$ cat src/rtl/hs_cmd_seq_pkg.sv
package hs_cmd_seq_pkg;

  localparam int NCH    = 3;
  localparam int CH_SEL = 0;
  localparam int CH_LD  = 1;
  localparam int CH_CMP = 2;

  typedef enum logic [2:0] {
    ST_IDLE,
    ST_SEL_UP,
    ST_SEL_DN,
    ST_LD_UP,
    ST_LD_DN,
    ST_CMP_UP,
    ST_CMP_DN
  } seq_state_e;

  function automatic logic kind_is_test(input logic [1:0] k);
    return k[1];
  endfunction

  function automatic logic kind_is_reload(input logic [1:0] k);
    return (k == 2'b01);
  endfunction

endpackage

$ cat src/rtl/hs_ack_delay.sv
module hs_ack_delay #(
  parameter int DLY_W = 4
) (
  input  logic             clk,
  input  logic             rst,
  input  logic             req,
  input  logic [DLY_W-1:0] dly,
  output logic             ack
);

  logic [DLY_W-1:0] cnt_q;
  logic [DLY_W:0]   cnt_next;

  assign cnt_next = {1'b0, cnt_q} + {{DLY_W{1'b0}}, 1'b1};

  always_ff @(posedge clk) begin
    if (rst) begin
      ack   <= 1'b0;
      cnt_q <= '0;
    end else if (req != ack) begin
      if (cnt_next >= {1'b0, dly}) begin
        ack   <= req;
        cnt_q <= '0;
      end else begin
        cnt_q <= cnt_next[DLY_W-1:0];
      end
    end else begin
      cnt_q <= '0;
    end
  end

endmodule

$ cat src/rtl/hs_seq_fsm.sv
module hs_seq_fsm
  import hs_cmd_seq_pkg::*;
(
  input  logic           clk,
  input  logic           rst,
  input  logic           op_valid,
  input  logic [1:0]     op_kind,
  input  logic [NCH-1:0] ack,
  output logic [NCH-1:0] req,
  output logic           op_ready,
  output logic           op_done
);

  seq_state_e state_q;
  logic       acks_low;

  assign acks_low = ~|ack;
  assign op_ready = (state_q == ST_IDLE);

  always_ff @(posedge clk) begin
    if (rst) begin
      state_q <= ST_IDLE;
      req     <= '0;
      op_done <= 1'b0;
    end else begin
      op_done <= 1'b0;
      case (state_q)
        ST_IDLE: begin
          if (op_valid && acks_low) begin
            if (kind_is_test(op_kind)) begin
              req[CH_CMP] <= 1'b1;
              state_q     <= ST_CMP_UP;
            end else if (kind_is_reload(op_kind)) begin
              req[CH_LD]  <= 1'b1;
              state_q     <= ST_LD_UP;
            end else begin
              req[CH_SEL] <= 1'b1;
              state_q     <= ST_SEL_UP;
            end
          end
        end
        ST_SEL_UP: begin
          if (ack[CH_SEL]) begin
            req[CH_SEL] <= 1'b0;
            state_q     <= ST_SEL_DN;
          end
        end
        ST_SEL_DN: begin
          if (acks_low) begin
            req[CH_LD] <= 1'b1;
            state_q    <= ST_LD_UP;
          end
        end
        ST_LD_UP: begin
          if (ack[CH_LD]) begin
            req[CH_LD] <= 1'b0;
            state_q    <= ST_LD_DN;
          end
        end
        ST_LD_DN: begin
          if (acks_low) begin
            op_done <= 1'b1;
            state_q <= ST_IDLE;
          end
        end
        ST_CMP_UP: begin
          if (ack[CH_CMP]) begin
            req[CH_CMP] <= 1'b0;
            state_q     <= ST_CMP_DN;
          end
        end
        ST_CMP_DN: begin
          if (acks_low) begin
            op_done <= 1'b1;
            state_q <= ST_IDLE;
          end
        end
        default: begin
          req     <= '0;
          state_q <= ST_IDLE;
        end
      endcase
    end
  end

endmodule

$ cat src/rtl/hs_datapath.sv
module hs_datapath #(
  parameter int NSRC   = 4,
  parameter int DATA_W = 8,
  localparam int SEL_W = (NSRC > 1) ? $clog2(NSRC) : 1,
  localparam int BIT_W = (DATA_W > 1) ? $clog2(DATA_W) : 1
) (
  input  logic                   clk,
  input  logic                   rst,
  input  logic [NSRC*DATA_W-1:0] src_bus,
  input  logic [SEL_W-1:0]       sel_val,
  input  logic [BIT_W-1:0]       bit_idx,
  input  logic                   ref_val,
  input  logic                   sel_req,
  input  logic                   load_req,
  input  logic                   cmp_req,
  output logic [DATA_W-1:0]      reg_q,
  output logic                   cmp_flag
);

  logic [SEL_W-1:0]  mux_sel_q;
  logic              sel_d, load_d, cmp_d;
  logic [DATA_W-1:0] mux_out;

  always_comb begin
    mux_out = '0;
    for (int i = 0; i < NSRC; i++) begin
      if (mux_sel_q == SEL_W'(i)) mux_out = src_bus[i*DATA_W +: DATA_W];
    end
  end

  always_ff @(posedge clk) begin
    if (rst) begin
      sel_d     <= 1'b0;
      load_d    <= 1'b0;
      cmp_d     <= 1'b0;
      mux_sel_q <= '0;
      reg_q     <= '0;
      cmp_flag  <= 1'b0;
    end else begin
      sel_d  <= sel_req;
      load_d <= load_req;
      cmp_d  <= cmp_req;
      if (sel_req && !sel_d)   mux_sel_q <= sel_val;
      if (load_req && !load_d) reg_q     <= mux_out;
      if (cmp_req && !cmp_d)   cmp_flag  <= (reg_q[bit_idx] == ref_val);
    end
  end

endmodule

$ cat src/rtl/hs_cmd_seq.sv
module hs_cmd_seq
  import hs_cmd_seq_pkg::*;
#(
  parameter int NSRC   = 4,
  parameter int DATA_W = 8,
  parameter int DLY_W  = 4,
  localparam int SEL_W = (NSRC > 1) ? $clog2(NSRC) : 1,
  localparam int BIT_W = (DATA_W > 1) ? $clog2(DATA_W) : 1
) (
  input  logic                   clk,
  input  logic                   rst,
  input  logic                   op_valid,
  output logic                   op_ready,
  input  logic [1:0]             op_kind,
  input  logic [SEL_W-1:0]       op_src,
  input  logic [BIT_W-1:0]       op_bit,
  input  logic                   op_ref,
  input  logic [DLY_W-1:0]       bund_dly,
  input  logic [NSRC*DATA_W-1:0] src_bus,
  output logic                   sel_req,
  output logic                   sel_ack,
  output logic                   load_req,
  output logic                   load_ack,
  output logic                   cmp_req,
  output logic                   cmp_ack,
  output logic [DATA_W-1:0]      reg_q,
  output logic                   branch_taken,
  output logic                   op_done
);

  logic [NCH-1:0]   req_v, ack_v;
  logic [SEL_W-1:0] src_q;
  logic [BIT_W-1:0] bit_q;
  logic             ref_q;
  logic [DLY_W-1:0] dly_q, dly_eff;
  logic             take;

  assign take    = op_valid && op_ready;
  assign dly_eff = (dly_q == '0) ? DLY_W'(1) : dly_q;

  always_ff @(posedge clk) begin
    if (rst) begin
      src_q <= '0;
      bit_q <= '0;
      ref_q <= 1'b0;
      dly_q <= DLY_W'(1);
    end else if (take) begin
      src_q <= op_src;
      bit_q <= op_bit;
      ref_q <= op_ref;
      dly_q <= bund_dly;
    end
  end

  hs_seq_fsm u_fsm (
    .clk      (clk),
    .rst      (rst),
    .op_valid (op_valid),
    .op_kind  (op_kind),
    .ack      (ack_v),
    .req      (req_v),
    .op_ready (op_ready),
    .op_done  (op_done)
  );

  for (genvar c = 0; c < NCH; c++) begin : g_ack
    hs_ack_delay #(.DLY_W(DLY_W)) u_dly (
      .clk (clk),
      .rst (rst),
      .req (req_v[c]),
      .dly (dly_eff),
      .ack (ack_v[c])
    );
  end

  hs_datapath #(.NSRC(NSRC), .DATA_W(DATA_W)) u_dp (
    .clk      (clk),
    .rst      (rst),
    .src_bus  (src_bus),
    .sel_val  (src_q),
    .bit_idx  (bit_q),
    .ref_val  (ref_q),
    .sel_req  (req_v[CH_SEL]),
    .load_req (req_v[CH_LD]),
    .cmp_req  (req_v[CH_CMP]),
    .reg_q    (reg_q),
    .cmp_flag (branch_taken)
  );

  assign sel_req  = req_v[CH_SEL];
  assign load_req = req_v[CH_LD];
  assign cmp_req  = req_v[CH_CMP];
  assign sel_ack  = ack_v[CH_SEL];
  assign load_ack = ack_v[CH_LD];
  assign cmp_ack  = ack_v[CH_CMP];

endmodule

$ cat config.mk
export PLATFORM = sky130hd
export DESIGN_NAME = hs_cmd_seq
export DESIGN_NICKNAME = d
export VERILOG_FILES = /design/src/rtl/hs_cmd_seq_pkg.sv /design/src/rtl/hs_ack_delay.sv /design/src/rtl/hs_seq_fsm.sv /design/src/rtl/hs_datapath.sv /design/src/rtl/hs_cmd_seq.sv
export SDC_FILE = /design/constraint.sdc
export NUM_CORES = 1
export LEC_CHECK = 0
export BUFFER_PORTS_ARGS = -buffer_cell sky130_fd_sc_hd__buf_2
export CELL_PAD_IN_SITES_DETAIL_PLACEMENT = 1
export CELL_PAD_IN_SITES_GLOBAL_PLACEMENT = 1
export CORE_ASPECT_RATIO = 1.5
export CORE_MARGIN = 2
export CORE_UTILIZATION = 41
export DETAILED_ROUTE_END_ITERATION = 7
export PLACE_DENSITY = 0.79
export SLEW_MARGIN = 20
export SYNTH_ARGS = -nofsm -noshare
export SYNTH_HDL_FRONTEND = slang
export SYNTH_SLANG_ARGS = --single-unit
$ cat constraint.sdc
create_clock -name clk -period 2.9 [get_ports clk]
set_input_delay 0.58 -clock clk [delete_from_list [all_inputs] [get_ports clk]]
set_output_delay 0.58 -clock clk [all_outputs]
set_load 0.02 [all_outputs]
### After elaboration in Yosys (flattened, before gate mapping)

Index checks and enable logic that the tools add are counted.

* add/subtract/negate cells: 3
* $mul: 0
* div/mod/pow operators: 0
* order comparisons: 4
* eq/ne operators: 24
* shifts and indexed selects: 0
* muxes and demuxes: 29
* bitwise gates (word level): 7
* reductions and logical operators: 28

Operator list (number)
* $mux W8: 4
* $mux W3: 8
* $pmux W3 S6: 1
* $add A4 B1 Y5 const B: 3
* $ge A5 B4 Y1: 3
* $ne A2 B1 Y1 const B: 6
* $reduce_and A6 Y1: 2
* $reduce_or A3 Y1: 4
* $reduce_or A5 Y1: 2
* $eq A3 B3 Y1 const B: 3
* $mux W1: 9
* $ne A2 B2 Y1 const B: 4
* $not A1 Y1: 7
* $eq A3 B2 Y1 const B: 2
* $pmux W1 S3: 2
* $reduce_and A2 Y1: 3
* $logic_and A1 B1 Y1: 5
* $reduce_and A5 Y1: 1
* $eq A2 B1 Y1 const B: 2
* $eq A2 B2 Y1 const B: 2
* $logic_not A1 Y1: 4
* $logic_not A4 Y1: 1
* $lt A3 B4 Y1 const B: 1
* $mux W2: 2
* other kinds (11): 14

* register bits: 46
* latch bits: 0
* memory bits (writable): 0
* bits in read-only memories: 0
* input bits: 47
* output and inout bits: 17
* word-level logic and storage cells: 116
* memories kept: 0

### Longest topological paths before layout

* depth in word-level cells: 5
* depth in mapped cells: 8

### Modules after synthesis

Synthesis repeated with hierarchy kept, for this count alone.

* cell total of the unflattened synthesis: 270
* area, all modules: 2633.8 um^2

By module, submodules not included
* hs_ack_delay: instances 3, cells an instance 31, area each 306.5 um^2
* hs_datapath: instances 1, cells an instance 68, area each 743.2 um^2
* hs_cmd_seq: instances 1, cells an instance 50, area each 490.5 um^2
* hs_seq_fsm: instances 1, cells an instance 59, area each 480.5 um^2

### Least setup slack after synthesis

No wires, ideal clock.

* path type: reg2reg
* start point: register dly_q[2]
* end point: register g_ack[2].u_dly.cnt_q[2]
* library setup time: 0.066 ns
* data arrival time: 1.889 ns
* data required time: 2.834 ns
* path slack: 0.945 ns
* cell stages (with the launch flop): 9
* period minus slack after synthesis: 1.955 ns
* cell sequence: dfxtp_1 > inv_1 > a31o_2 > ha_1 > nand2b_1 > a211oi_1 > o21ai_0 > or3_1 > nor2b_1

* cells in the longest elaborated chain, start to end: 4

RTL lines
* start, declared: RTL line hs_cmd_seq.sv:35 `logic [DLY_W-1:0] dly_q, dly_eff;`
* start signal, assigned: RTL line hs_cmd_seq.sv:51 `dly_q <= bund_dly;`
* $logic_not A4 Y1: RTL line hs_cmd_seq.sv:39 `assign dly_eff = (dly_q == '0) ? DLY_W'(1) : dly_q;`
* $mux W4 (*): RTL line hs_cmd_seq.sv:39
* $ge A5 B4 Y1 (*): RTL line hs_ack_delay.sv:21 `if (cnt_next >= {1'b0, dly}) begin`
* $reduce_or A3 Y1 (no line) (*)
* end signal, assigned: RTL line hs_ack_delay.sv:25 `cnt_q <= cnt_next[DLY_W-1:0];`
* end, declared: RTL line hs_ack_delay.sv:11 `logic [DLY_W-1:0] cnt_q;`

Every way passes the cells marked *; elsewhere a longest branch is shown, timed or not.
A chain may end at the register's enable or synchronous reset.

### Worst setup path in the final report

* start point: register dly_q[2]
* end point: register g_ack[0].u_dly.cnt_q[3]

* cells in the longest elaborated chain, start to end: 4

RTL lines (RTL line)
* $logic_not A4 Y1: hs_cmd_seq.sv:39
* $mux W4 (*): hs_cmd_seq.sv:39
* $ge A5 B4 Y1 (*): hs_ack_delay.sv:21
* $reduce_or A3 Y1 (no line) (*)
* end signal, assigned: hs_ack_delay.sv:25
* end, declared: hs_ack_delay.sv:11

Marks and branches as above.

==> out/results.txt <==
Synth Instances -> 261
Initial antenna violation count -> 0
Reg2reg path depth -> 8
Power per cell area -> 764 mW/mm2
Vias per std cell -> 5.32
# setup viols final -> 0
Share of cells above drive strength 1 -> 25.1%
# port buffers -> 63
First-pass GRT wire length -> 9600 um
Seq/Total Area, Yosys -> 39.3%
GPL Wtd Cong -> 0.797
Final WL -> 5670 um
Most frequent cells in the layout -> buf_2 (63), dfxtp_1 (46), nand2_1 (43), a21oi_1 (26), nor2_1 (20)
LEAKAGE -> 0.00118 uW
Mapped cell area -> 0.00234 mm2
Post-Route Setup TNS -> 0 ns
CP required -> 3.14 ns
Total congestion overflow -> 0
Die H -> 96.6 um
Worst-path clk slew -> 0.08 ns
Minimum clock period -> 2.21 ns
Setup WS pre-CTS -> 0.710 ns
DIE AREA -> 0.00635 mm2
Final nets -> 380
Row Count -> 33
PostCTS Resize Cnt -> 0
Hold Slack -> 0.458 ns
Seq cells post-synth -> 46
Setup crit end kind -> flip-flop
CTS tree -> done
WL per Instance -> 14.6 um
Number of diodes -> 0
Largest net degree at the start of global routing -> 38
Clock Sinks -> 46
Synth Flop Type -> dfxtp_1
Hold crit path type -> flip-flop to flip-flop
Crit Path Class -> flip-flop to flip-flop
Max-cap violations -> 0
Mapped Nets -> 323
VDD IR max -> 0.000443 V
RSZ-0062 raised after global routing -> false
RR Startpoint -> dly_q[2]$_SDFFE_PP0P_
Worst Skew -> 0.00621 ns
Yosys top cell area share -> 39.3%
Status -> finished clean
Fmax achieved -> 0.452 GHz
CTS root buf -> clkbuf_8
Final hold vios -> 0
Post-CTS Hold Buffers -> 0
DRT antenna net count -> 0
R2R Setup Slk -> 0.69 ns
Vias in the first global route -> 2205
CP Max Fanout -> 4
Top cells by area, synth -> dfxtp_1 (39%), ha_1 (8.0%), mux4_2 (7.7%), nand2_1 (6.9%), a21oi_1 (5.5%)
Worst Hold End -> dly_q[1]$_SDFFE_PP0P_
Initial drt markers -> 35
Maximum clock path buffer count -> 2
Post-synth EDFFs -> 0
Yosys top cell by area -> dfxtp_1
Initial core utilization -> 42.7%
DR vias -> 2071
Number of remaining DRC errors -> 0
Distinct cells, synth -> 34
Worst slew margin -> 55.7%
Most common cell after layout, fill and taps aside -> buf_2
Inserted Clock Buffers -> 5
Post-synth ARST share -> 0%
Placed instance count -> 381
Synth warn -> 0
DP HPWL -> 4680 um
Hold path startpoint -> dly_q[1]$_SDFFE_PP0P_
Num ports -> 64
Skew-Pair Late Insertion Delay -> 0.29 ns
H-tree depth -> 2
Synthesized area per cell -> 8.98 um2
Area of the core -> 0.00549 mm2
Postcts setup bufs -> 0
Period utilization -> 76.3%
Area grow syn2layout -> 18.6%
Final cell count without fillers -> 389
Worst-Margin Slew -> 0.665 ns
Max Transition Viols Final -> 0
Hold path depth -> 2
Global Route Usage Sum -> 18.9%
Die X -> 65.7 um
Terminus of the critical flop-to-flop path -> g_ack[0].u_dly.cnt_q[3]$_SDFF_PP0_
Initial DRT Pass Iterations -> 4
Critical Path AT -> 2.45 ns
Worst setup SP type -> flip-flop
Final WS setup -> 0.688 ns
==> report_power, final <==
group          switching (uW)  internal [uW]  total (uW)
clock network             205            192         398
logic                     470            336         807
registers                 167            753         920
==> state kept, by name, indices dropped and copies added (netlist names) <==
register           count
g_ack.u_dly.cnt_q     12
u_dp.reg_q             8
dly_q                  4
bit_q                  3
g_ack.u_dly.ack        3
u_fsm.req              3
u_fsm.state_q          3
src_q                  2
u_dp.mux_sel_q         2
ref_q                  1
u_dp.cmp_d             1
u_dp.cmp_flag          1
u_dp.load_d            1
u_dp.sel_d             1
u_fsm.op_done          1
==> cell families (layout without fill, tap and decap cells) <==
logic type                 count (synthesis)  in the layout  synth area share, %
and+or+nand+nor                           99             99                 19.3
AOI/OAI and AO/OA                         53             53                 13.2
xor gates and xnor gates                  10             10                 3.74
buffers and inverters                     22             80                 3.90
muxes                                     16             16                 12.5
DFF                                       46             46                 39.3
adders and majority gates                 15             15                 8.00
==> routing by layer <==
metal	global-route usage, %	routed length, um	vias to the layer above
li1	-	-	1026
met5	0	0	-
met1	20.3	2170	987
met3	3.60	262	4
met2	36.6	3200	54
met4	3.53	36	0
==> metrics by stage <==
step | total power [uW] | instance area (um2) | utilization (%)
6_report | 2120 | 2780 | 50.6
5_1_grt | 2300 | 2780 | 50.6
4_1_cts | 2150 | 2780 | 50.6
3_5_place_dp | 1750 | 2690 | 49.0
3_3_place_gp | 1730 | 2690 | 49.0
2_1_floorplan | 1510 | 2340 | -
==> synth_stat cells (3+ instances only) <==
library cell and number:
a2111oi_0 3, a211oi_1 4, a21oi_1 26, a31oi_1 3
buf_2 4, clkbuf_1 7, dfxtp_1 46, ha_1 15
inv_1 9, mux2i_1 5, mux4_2 8, nand2_1 43
nand2b_1 9, nand3_1 4, nor2_1 20, nor2b_1 10
nor3_1 5, o21ai_0 11, or3_1 3, xnor2_1 7
xor2_1 3
==> worst max-delay path by stage <==
stage / startpoint / endpoint / slack (ns) / cells past startpoint
floorplan: dly_q[2]$_SDFFE_PP0P_ / g_ack[2].u_dly.cnt_q[2]$_SDFF_PP0_ / 0.95 / 8
global placement: dly_q[2]$_SDFFE_PP0P_ / g_ack[2].u_dly.cnt_q[2]$_SDFF_PP0_ / 0.82 / 8
detailed placement: dly_q[2]$_SDFFE_PP0P_ / g_ack[0].u_dly.cnt_q[3]$_SDFF_PP0_ / 0.71 / 8
CTS: dly_q[2]$_SDFFE_PP0P_ / g_ack[0].u_dly.cnt_q[3]$_SDFF_PP0_ / 0.70 / 8
global route: dly_q[2]$_SDFFE_PP0P_ / g_ack[0].u_dly.cnt_q[3]$_SDFF_PP0_ / 0.54 / 8
finish: dly_q[2]$_SDFFE_PP0P_ / g_ack[0].u_dly.cnt_q[3]$_SDFF_PP0_ / 0.69 / 8
==> worst max-delay path, stage by stage, from the launching register on <==
cell and delay [ns]:
dfxtp_1 0.35, inv_1 0.10, a31o_2 0.29, ha_1 0.28, nand2b_1 0.15, a211oi_1 0.23
o21ai_0 0.17, or3_1 0.44, nor2b_1 0.14
==> cell type report <==
class                   instances  area, um2
multi-input cells             193       1330
inverters                       9       33.8
repair buffers                 63        315
fillers                       689       2710
clock inverters                 1       5.00
well taps                      70       87.6
flip-flops and latches         46        921
clock buffers                   7       86.3
Power figures use the tool's default switching activity.
